[config.mk]
export PLATFORM = sky130hd
export DESIGN_NAME = be_aligner
export DESIGN_NICKNAME = d
export VERILOG_FILES = /design/src/rtl/be_align_pkg.sv /design/src/rtl/be_misalign_det.sv /design/src/rtl/be_store_place.sv /design/src/rtl/be_load_extract.sv /design/src/rtl/be_aligner.sv
export SDC_FILE = /design/constraint.sdc
export NUM_CORES = 1
export LEC_CHECK = 0
export ABC_CLOCK_PERIOD_IN_PS = 2600
export BUFFER_PORTS_ARGS = -buffer_cell sky130_fd_sc_hd__clkbuf_2
export CORE_MARGIN = 5
export CORE_UTILIZATION = 30
export DETAILED_ROUTE_END_ITERATION = 10
export GPL_TIMING_DRIVEN = 0
export MAX_ROUTING_LAYER = met4
export PLACE_DENSITY = 0.59
export SYNTH_ARGS = -nofsm -noshare
export SYNTH_HDL_FRONTEND = slang
export SYNTH_SLANG_ARGS = --single-unit
[constraint.sdc]
create_clock -name vclk -period 2.6
set_clock_uncertainty 0.05 [all_clocks]
set_input_delay 0.13 -clock vclk [all_inputs]
set_output_delay 0.13 -clock vclk [all_outputs]
set_load 0.02 [all_outputs]
[src/rtl/be_align_pkg.sv]
package be_align_pkg;

  typedef enum logic [1:0] {
    SZ_BYTE = 2'b00,
    SZ_HALF = 2'b01,
    SZ_WORD = 2'b10,
    SZ_DBL  = 2'b11
  } acc_size_e;

endpackage

[src/rtl/be_misalign_det.sv]
module be_misalign_det
  import be_align_pkg::*;
#(
  parameter int OFS_W = 3
) (
  input  logic [OFS_W-1:0] ofs,
  input  acc_size_e        size,
  output logic             misalign
);

  logic [OFS_W-1:0] low_mask;

  // Bits below log2(size) must be zero for a natural alignment.
  always_comb begin
    low_mask = '0;
    for (int b = 0; b < OFS_W; b++) begin
      if (b < int'(size)) low_mask[b] = 1'b1;
    end
    misalign = |(ofs & low_mask);
  end

endmodule

[src/rtl/be_store_place.sv]
module be_store_place
  import be_align_pkg::*;
#(
  parameter int DATA_W = 64,
  parameter int LANES  = DATA_W / 8,
  parameter int OFS_W  = $clog2(LANES)
) (
  input  logic [OFS_W-1:0]  ofs,
  input  acc_size_e         size,
  input  logic              wr_ok,
  input  logic [DATA_W-1:0] st_data,
  output logic [DATA_W-1:0] wdata,
  output logic [LANES-1:0]  be
);

  int nbytes;
  logic [DATA_W-1:0] top_just;

  // Move the item to the top of the word, then down to its first lane.
  always_comb begin
    nbytes   = 1 << int'(size);
    top_just = st_data << (8 * (LANES - nbytes));
    wdata    = top_just >> (8 * int'(ofs));
  end

  // Lane k sits at bits [DATA_W-1-8k -: 8], enabled by be[LANES-1-k].
  for (genvar k = 0; k < LANES; k++) begin : g_lane
    assign be[LANES-1-k] = wr_ok && (k >= int'(ofs)) && (k < int'(ofs) + nbytes);
  end

endmodule

[src/rtl/be_load_extract.sv]
module be_load_extract
  import be_align_pkg::*;
#(
  parameter int DATA_W = 64,
  parameter int LANES  = DATA_W / 8,
  parameter int OFS_W  = $clog2(LANES)
) (
  input  logic [OFS_W-1:0]  ofs,
  input  acc_size_e         size,
  input  logic              is_signed,
  input  logic              rd_ok,
  input  logic [DATA_W-1:0] mem_rdata,
  output logic [DATA_W-1:0] ld_data
);

  int nbytes;
  logic [DATA_W-1:0] first_top;
  logic [DATA_W-1:0] just;
  logic [DATA_W-1:0] keep_mask;
  logic              msb;

  always_comb begin
    nbytes    = 1 << int'(size);
    first_top = mem_rdata << (8 * int'(ofs));
    just      = first_top >> (8 * (LANES - nbytes));
    keep_mask = {DATA_W{1'b1}} >> (8 * (LANES - nbytes));
    msb       = first_top[DATA_W-1];
    if (!rd_ok) begin
      ld_data = '0;
    end else if (is_signed && msb) begin
      ld_data = just | ~keep_mask;
    end else begin
      ld_data = just;
    end
  end

endmodule

[src/rtl/be_aligner.sv]
module be_aligner
  import be_align_pkg::*;
#(
  parameter int DATA_W = 64,
  parameter int LANES  = DATA_W / 8,
  parameter int OFS_W  = $clog2(LANES)
) (
  input  logic [OFS_W-1:0]  addr_lo,
  input  logic [1:0]        size,
  input  logic              is_signed,
  input  logic              is_store,
  input  logic [DATA_W-1:0] st_data,
  input  logic [DATA_W-1:0] mem_rdata,
  output logic [DATA_W-1:0] mem_wdata,
  output logic [LANES-1:0]  mem_be,
  output logic [DATA_W-1:0] ld_data,
  output logic              misalign
);

  acc_size_e size_e;
  logic      wr_ok;
  logic      rd_ok;

  assign size_e = acc_size_e'(size);
  assign wr_ok  = is_store && !misalign;
  assign rd_ok  = !is_store && !misalign;

  be_misalign_det #(.OFS_W(OFS_W)) u_det (
    .ofs      (addr_lo),
    .size     (size_e),
    .misalign (misalign)
  );

  be_store_place #(.DATA_W(DATA_W), .LANES(LANES), .OFS_W(OFS_W)) u_st (
    .ofs     (addr_lo),
    .size    (size_e),
    .wr_ok   (wr_ok),
    .st_data (st_data),
    .wdata   (mem_wdata),
    .be      (mem_be)
  );

  be_load_extract #(.DATA_W(DATA_W), .LANES(LANES), .OFS_W(OFS_W)) u_ld (
    .ofs       (addr_lo),
    .size      (size_e),
    .is_signed (is_signed),
    .rd_ok     (rd_ok),
    .mem_rdata (mem_rdata),
    .ld_data   (ld_data)
  );

endmodule

==> results.md, run 1 <==
* Syn_area_per_cell at 6.79 µm²
* Failing checks: negative setup slack
* Final-report max-slew violation count at 0
* Placed wire-length estimate at 31,100 µm
* Via density at 6.46
* Peak supply drop at 0.0978 mV
* Peak fanout along the critical path at 10
* Die area at 22,100 µm²
* Reg area at 0 µm²
* Sequential fraction of the synthesis area at 0
* Std cell rows at 50
* Hold Crit Depth at 4
* Pwr Density at 232 nW/µm²
* DRT Pass-1 Iters at 5
* Final WL at 41,500 µm
* Fillers at 2,032
* Tot Pwr at 1820 µW
* Final Hold Viols at 0
* Port bufs at 271
* Area Overhead vs Synth at 36.2%
* DR WL/cell at 29.8 µm
* Worst setup EP type: output pin
* Starting DRT DRC Count at 991
* Worst Hold Path EP: mem_be[4]
* Placed Area at 7490 µm²
* Setup TNS Final at -0.0437 ns
* Die Height at 149 µm
* # clk buffers at 0
* Setup Viol. Count Final at 3
* Critical path arrival at 2.44 ns
* Via count at 9,003
* Most frequent cells in the layout: clkbuf_2 (278), mux2i_1 (95), nor2_1 (94)
* Vias in the first global route at 8,993
* GRT Resource Usage Total at 0.358
* Remaining Overflow, GRT at 0
* Core Region at 18,800 µm²
* ANT cells at 0
* Layout cells sized above 1 at 0.415
* RSZ-0062 raised after global routing: no
* Startpoint types: input port
* Nets at 1,275
* First-pass GRT wire length at 58,300 µm
* Post-synth cell types at 68
* # IOs at 272
* Worst Tran Pin Value at 1.03 ns
* Worst Hold Launch: is_store
* Footprint of the multi-input gates at 5410 µm²
* RePlAce Congestion at 1.02
* PnR worst setup slack at -0.0195 ns
* Status: complete, but fails checks
* Critical setup path kind: input port to output pin
* Maximum number of pins on one net before global-route repair at 12
* Post-Syn Area at 5780 µm²
* Maxcap violations at 0
* Synthesized Nets at 992
* Fin crit period at 2.62 ns
* Hold slack final at 0.610 ns
* YS warnings at 0
* Fmax at 0.382 GHz
* Syn Inst Count at 852
* Fin crit share at 1.01
* Finished Core Util at 0.418
* Seq_cells at 0
* Initial antenna violation count at 0
* # DRC at 0
* Die width at 149 µm
* Pleak at 0.00375 µW
* Finished Cell Area at 7880 µm²
* Relative slew slack at 0.312
* Commonest non-fill, non-tap cell in the layout: clkbuf_2
* HP Class: input port to output pin
* Initial Util at 0.307
* WP data required at 2.42 ns
* Post-route ant nets at 0
[synth_stat cells (all sizes together) (4+ instances only)]
| master | count | area [µm²] |
|---|---|---|
| nor2 | 101 | 382 |
| mux2i | 97 | 971 |
| nand2 | 83 | 312 |
| a21oi | 64 | 320 |
| buf | 63 | 379 |
| o21ai | 58 | 294 |
| mux2 | 38 | 432 |
| clkbuf | 30 | 114 |
| nand3 | 29 | 145 |
| a22oi | 25 | 188 |
| o22ai | 24 | 150 |
| mux4 | 19 | 428 |
| o2bb2ai | 18 | 170 |
| a211oi | 14 | 105 |
| a2bb2oi | 14 | 123 |
| nand2b | 13 | 81.3 |
| nor3 | 13 | 70.1 |
| a32oi | 12 | 105 |
| and2 | 12 | 75.1 |
| o211ai | 12 | 90.1 |
| inv | 11 | 41.3 |
| or2 | 10 | 62.6 |
| a21o | 9 | 67.6 |
| a31oi | 9 | 56.3 |
| o21a | 9 | 67.6 |
| and3 | 6 | 37.5 |
| nor2b | 6 | 37.5 |
| a31o | 5 | 43.8 |
| o221ai | 5 | 43.8 |
| ha | 4 | 50.1 |
[kinds of logic (layout without fill, tap and decap cells)]
logic type                 Yosys count  count (layout)  synth area share
AOI/OAI and AO/OA                  302             302             0.354
xor gates and xnor gates             1               1           0.00152
adders and majority gates            5               5            0.0121
buffers and inverters              106             387            0.0937
muxes                              154             154             0.317
and+or+nand+nor                    284             284             0.222
[how the worst max path moves through the flow]
stage / from / end / depth (start not counted)
floorplan: size[0] / mem_be[2] / 11
global placement: size[0] / mem_be[5] / 12
detailed placement: size[0] / mem_be[5] / 12
CTS: size[1] / ld_data[37] / 12
global route: size[1] / mem_be[5] / 10
finish: addr_lo[2] / mem_wdata[44] / 9
[where the power goes]
group / switching [µW] / internal [µW] / total [µW] / leakage (µW)
Sequential: 0 / 0 / 0 / 0
Combinational: 1180 / 646 / 1820 / 0.00375
Clock: 0 / 0 / 0 / 0
Total: 1180 / 646 / 1820 / 0.00375
[worst max-delay path: stages]
cell	delay (ns)
clkbuf_2	0.16
buf_6	0.17
buf_2	0.32
buf_4	0.30
buf_2	0.35
buf_4	0.30
clkbuf_2	0.35
nor2_1	0.15
clkbuf_2	0.19
[metrics by stage]
step	instances	setup slack, ns
finish	1393	-0.0195
global route	1393	0.00770
floorplan	852	-0.0565
detailed placement	1383	-1.01
global placement	1383	-1.00
CTS	1390	0.00289
[metal layers]
layer | track usage | routed length, µm
met5 | - | 0
met4 | 0.191 | 2700
met3 | 0.0805 | 5230
met2 | 0.552 | 17800
met1 | 0.437 | 15800
[final cells by class]
class | count | area share
plain buffers | 93 | 0.0785
inverters | 13 | 0.00874
multi-input cells | 746 | 0.687
well taps | 260 | 0.0413
repair buffers | 281 | 0.185
[timing repair]
action                     4_1_cts  5_1_grt
hold buffers                     0        0
gates resized for setup         54       55
setup endpoints to repair      106       66
cloned                           0        1
buffers inserted                 7        2
pin swaps                        1        2
Power figures use the tool's default switching activity.
==> run 2: changes to the inputs <==
--- a/config.mk
+++ b/config.mk
@@ -5,14 +5,14 @@
 export SDC_FILE = /design/constraint.sdc
 export NUM_CORES = 1
 export LEC_CHECK = 0
-export ABC_CLOCK_PERIOD_IN_PS = 2600
+export ABC_CLOCK_PERIOD_IN_PS = 2400
 export BUFFER_PORTS_ARGS = -buffer_cell sky130_fd_sc_hd__clkbuf_2
 export CORE_MARGIN = 5
 export CORE_UTILIZATION = 30
 export DETAILED_ROUTE_END_ITERATION = 10
 export GPL_TIMING_DRIVEN = 0
 export MAX_ROUTING_LAYER = met4
-export PLACE_DENSITY = 0.59
+export PLACE_DENSITY = 0.61
 export SYNTH_ARGS = -nofsm -noshare
 export SYNTH_HDL_FRONTEND = slang
 export SYNTH_SLANG_ARGS = --single-unit
==> constraint.sdc (replaced) <==
create_clock -name vclk -period 2.4
set_clock_uncertainty 0.05 [all_clocks]
set_input_delay 0.12 -clock vclk [all_inputs]
set_output_delay 0.12 -clock vclk [all_outputs]
set_load 0.02 [all_outputs]
==> run 2 against run 1 <==
The flow still finishes with violations (negative setup slack). Combinational power up 12%. Largest cell class unchanged. Routed wire length down 2.1%. Power up 12%. Critical path depth unchanged.
==> results.md, run 2 (synthesis gave the netlist of run 1 again) <==
* Fin crit period at 2.42 ns
* Grt met3 use at 0.0823 (+0.00182)
* Reg area at 0 µm² (unchanged)
* Sw Ratio at 0.634 (-0.0117)
* Setup TNS Final at -0.0181 ns (+0.0256 ns)
* Area Overhead vs Synth at 41.2%
* Seq_cells at 0 (unchanged)
* Gr busiest metal: met2
* Setup Viol. Count Final at 1 (-2)
* Power share of the combinational group at 1.000 (about the same)
* RSZ-0062 raised after global routing: yes
* Relative slew slack at 0.429 (+0.117)
* Sequential power share at 0 (unchanged)
* Nets at 1,286 (+0.86%)
* PnR worst setup slack at -0.0181 ns (+0.00144 ns)
* Via count at 9,217 (+2.4%)
* Fmax at 0.414 GHz
* Fin crit share at 1.01
* Worst Tran Pin Value at 0.857 ns (-0.176 ns)
* WP data required at 2.23 ns (-0.19 ns)
* # clk buffers at 0 (unchanged)
* Core Region at 18,800 µm² (unchanged)
* Failing checks: negative setup slack
* Std cell rows at 50 (unchanged)
* Peak fanout along the critical path at 10 (unchanged)
* HP Class: input port to output pin
* Clock power share at 0 (unchanged)
* Pwr Density at 249 nW/µm² (+7.6%)
* Remaining Overflow, GRT at 0 (unchanged)
* First-pass GRT wire length at 57,800 µm (-0.95%)
* GR Layer Usage met1 at 0.434 (-0.00236)
* Final Hold Viols at 0 (unchanged)
* Critical setup path kind: input port to output pin
* Die width at 149 µm (unchanged)
* Pleak at 0.00388 µW (+3.3%)
* Port bufs at 271 (unchanged)
* Die Height at 149 µm (unchanged)
* Sw Pwr at 1290 µW (+9.5%)
* Hold slack final at 0.581 ns (-0.0293 ns)
* Post-route ant nets at 0 (unchanged)
* Worst setup EP type: output pin
* Most frequent cells in the layout: clkbuf_2 (275), nor2_1 (94), mux2i_1 (93)
* Status: complete, but fails checks
* Met2 GRT Util at 0.536 (-0.0161)
* Vias in the first global route at 9,067 (+0.82%)
* Maxcap violations at 0 (unchanged)
* Via density at 6.56 (+1.5%)
* Initial Util at 0.307 (unchanged)
* GRT Resource Usage Total at 0.351 (-0.00710)
* Final WL at 40,600 µm (-2.1%)
* Die area at 22,100 µm² (unchanged)
* RePlAce Congestion at 1.07 (+5.1%)
* Int Pwr at 744 µW (+15%)
* DR WL/cell at 28.9 µm (-2.9%)
* Starting DRT DRC Count at 1,364 (+38%)
* Layout cells sized above 1 at 0.434 (+0.0196)
* Startpoint types: input port
* Initial antenna violation count at 1 (+1)
* Peak supply drop at 0.105 mV (+7.4%)
* Hold buffers post-CTS at 0 (unchanged)
* Placed wire-length estimate at 30,300 µm (-2.5%)
* Critical path arrival at 2.25 ns (-0.19 ns)
* # DRC at 0 (unchanged)
* Maximum number of pins on one net before global-route repair at 11 (-1)
* # IOs at 272 (unchanged)
* Final-report max-slew violation count at 0 (unchanged)
* Commonest non-fill, non-tap cell in the layout: clkbuf_2
* DRT Pass-1 Iters at 8 (+3)
[run 2: power groups by stage]
stage	sequential [µW]	clock (µW)	combinational (µW)
2_1_floorplan	0	0	1110
3_3_place_gp	0	0	1820
3_5_place_dp	0	0	1820
4_1_cts	0	0	1910
5_1_grt	0	0.0000557	2110
6_report	0	0.0000557	2030
[run 2: per-layer routing]
metal  up-vias  wire length (µm)
li1       3819                 -
met2       912             17400
met3       227              5990
met5         -                 0
met4         0              2630
met1      4259             14500
[run 2: critical path, cell delays in order]
cell	delay [ns]
clkbuf_2	0.14
buf_6	0.20
and2b_1	0.47
buf_2	0.44
a22oi_1	0.15
a21oi_1	0.15
o22ai_1	0.10
a31o_2	0.31
clkbuf_2	0.16
[run 2: final timing paths]
path,startpoint,to,slack (ns),cells after the start
worst max-delay path,addr_lo[1],ld_data[13],-0.02,9
worst min-delay path,is_store,mem_be[4],0.58,4
[run 2: stage by stage]
stage	util	instances	area [µm²]	power [µW]	worst slack, ns
2_1_floorplan	-	852	5840	1110	0.0164
3_3_place_gp	0.399	1383	7520	1820	-1.10
3_5_place_dp	0.399	1383	7520	1820	-1.12
4_1_cts	0.422	1397	7950	1910	0.000773
5_1_grt	0.434	1405	8170	2110	-0.0266
6_report	0.434	1405	8170	2030	-0.0181
[run 2: cell type report]
class              count  area, µm²
repair buffers       294       1570
multi-input cells    746       5520
fillers             2059      10700
diodes                 1       2.50
plain buffers         91        686
well taps            260        325
inverters             13       66.3
[run 2: what timing repair did]
item,4_1_cts,5_1_grt
pin swaps,6,4
endpoints found under the hold margin,0,0
gates cloned,1,0
gates resized for setup,92,76
buffers inserted,15,7
setup endpoints to repair,128,89
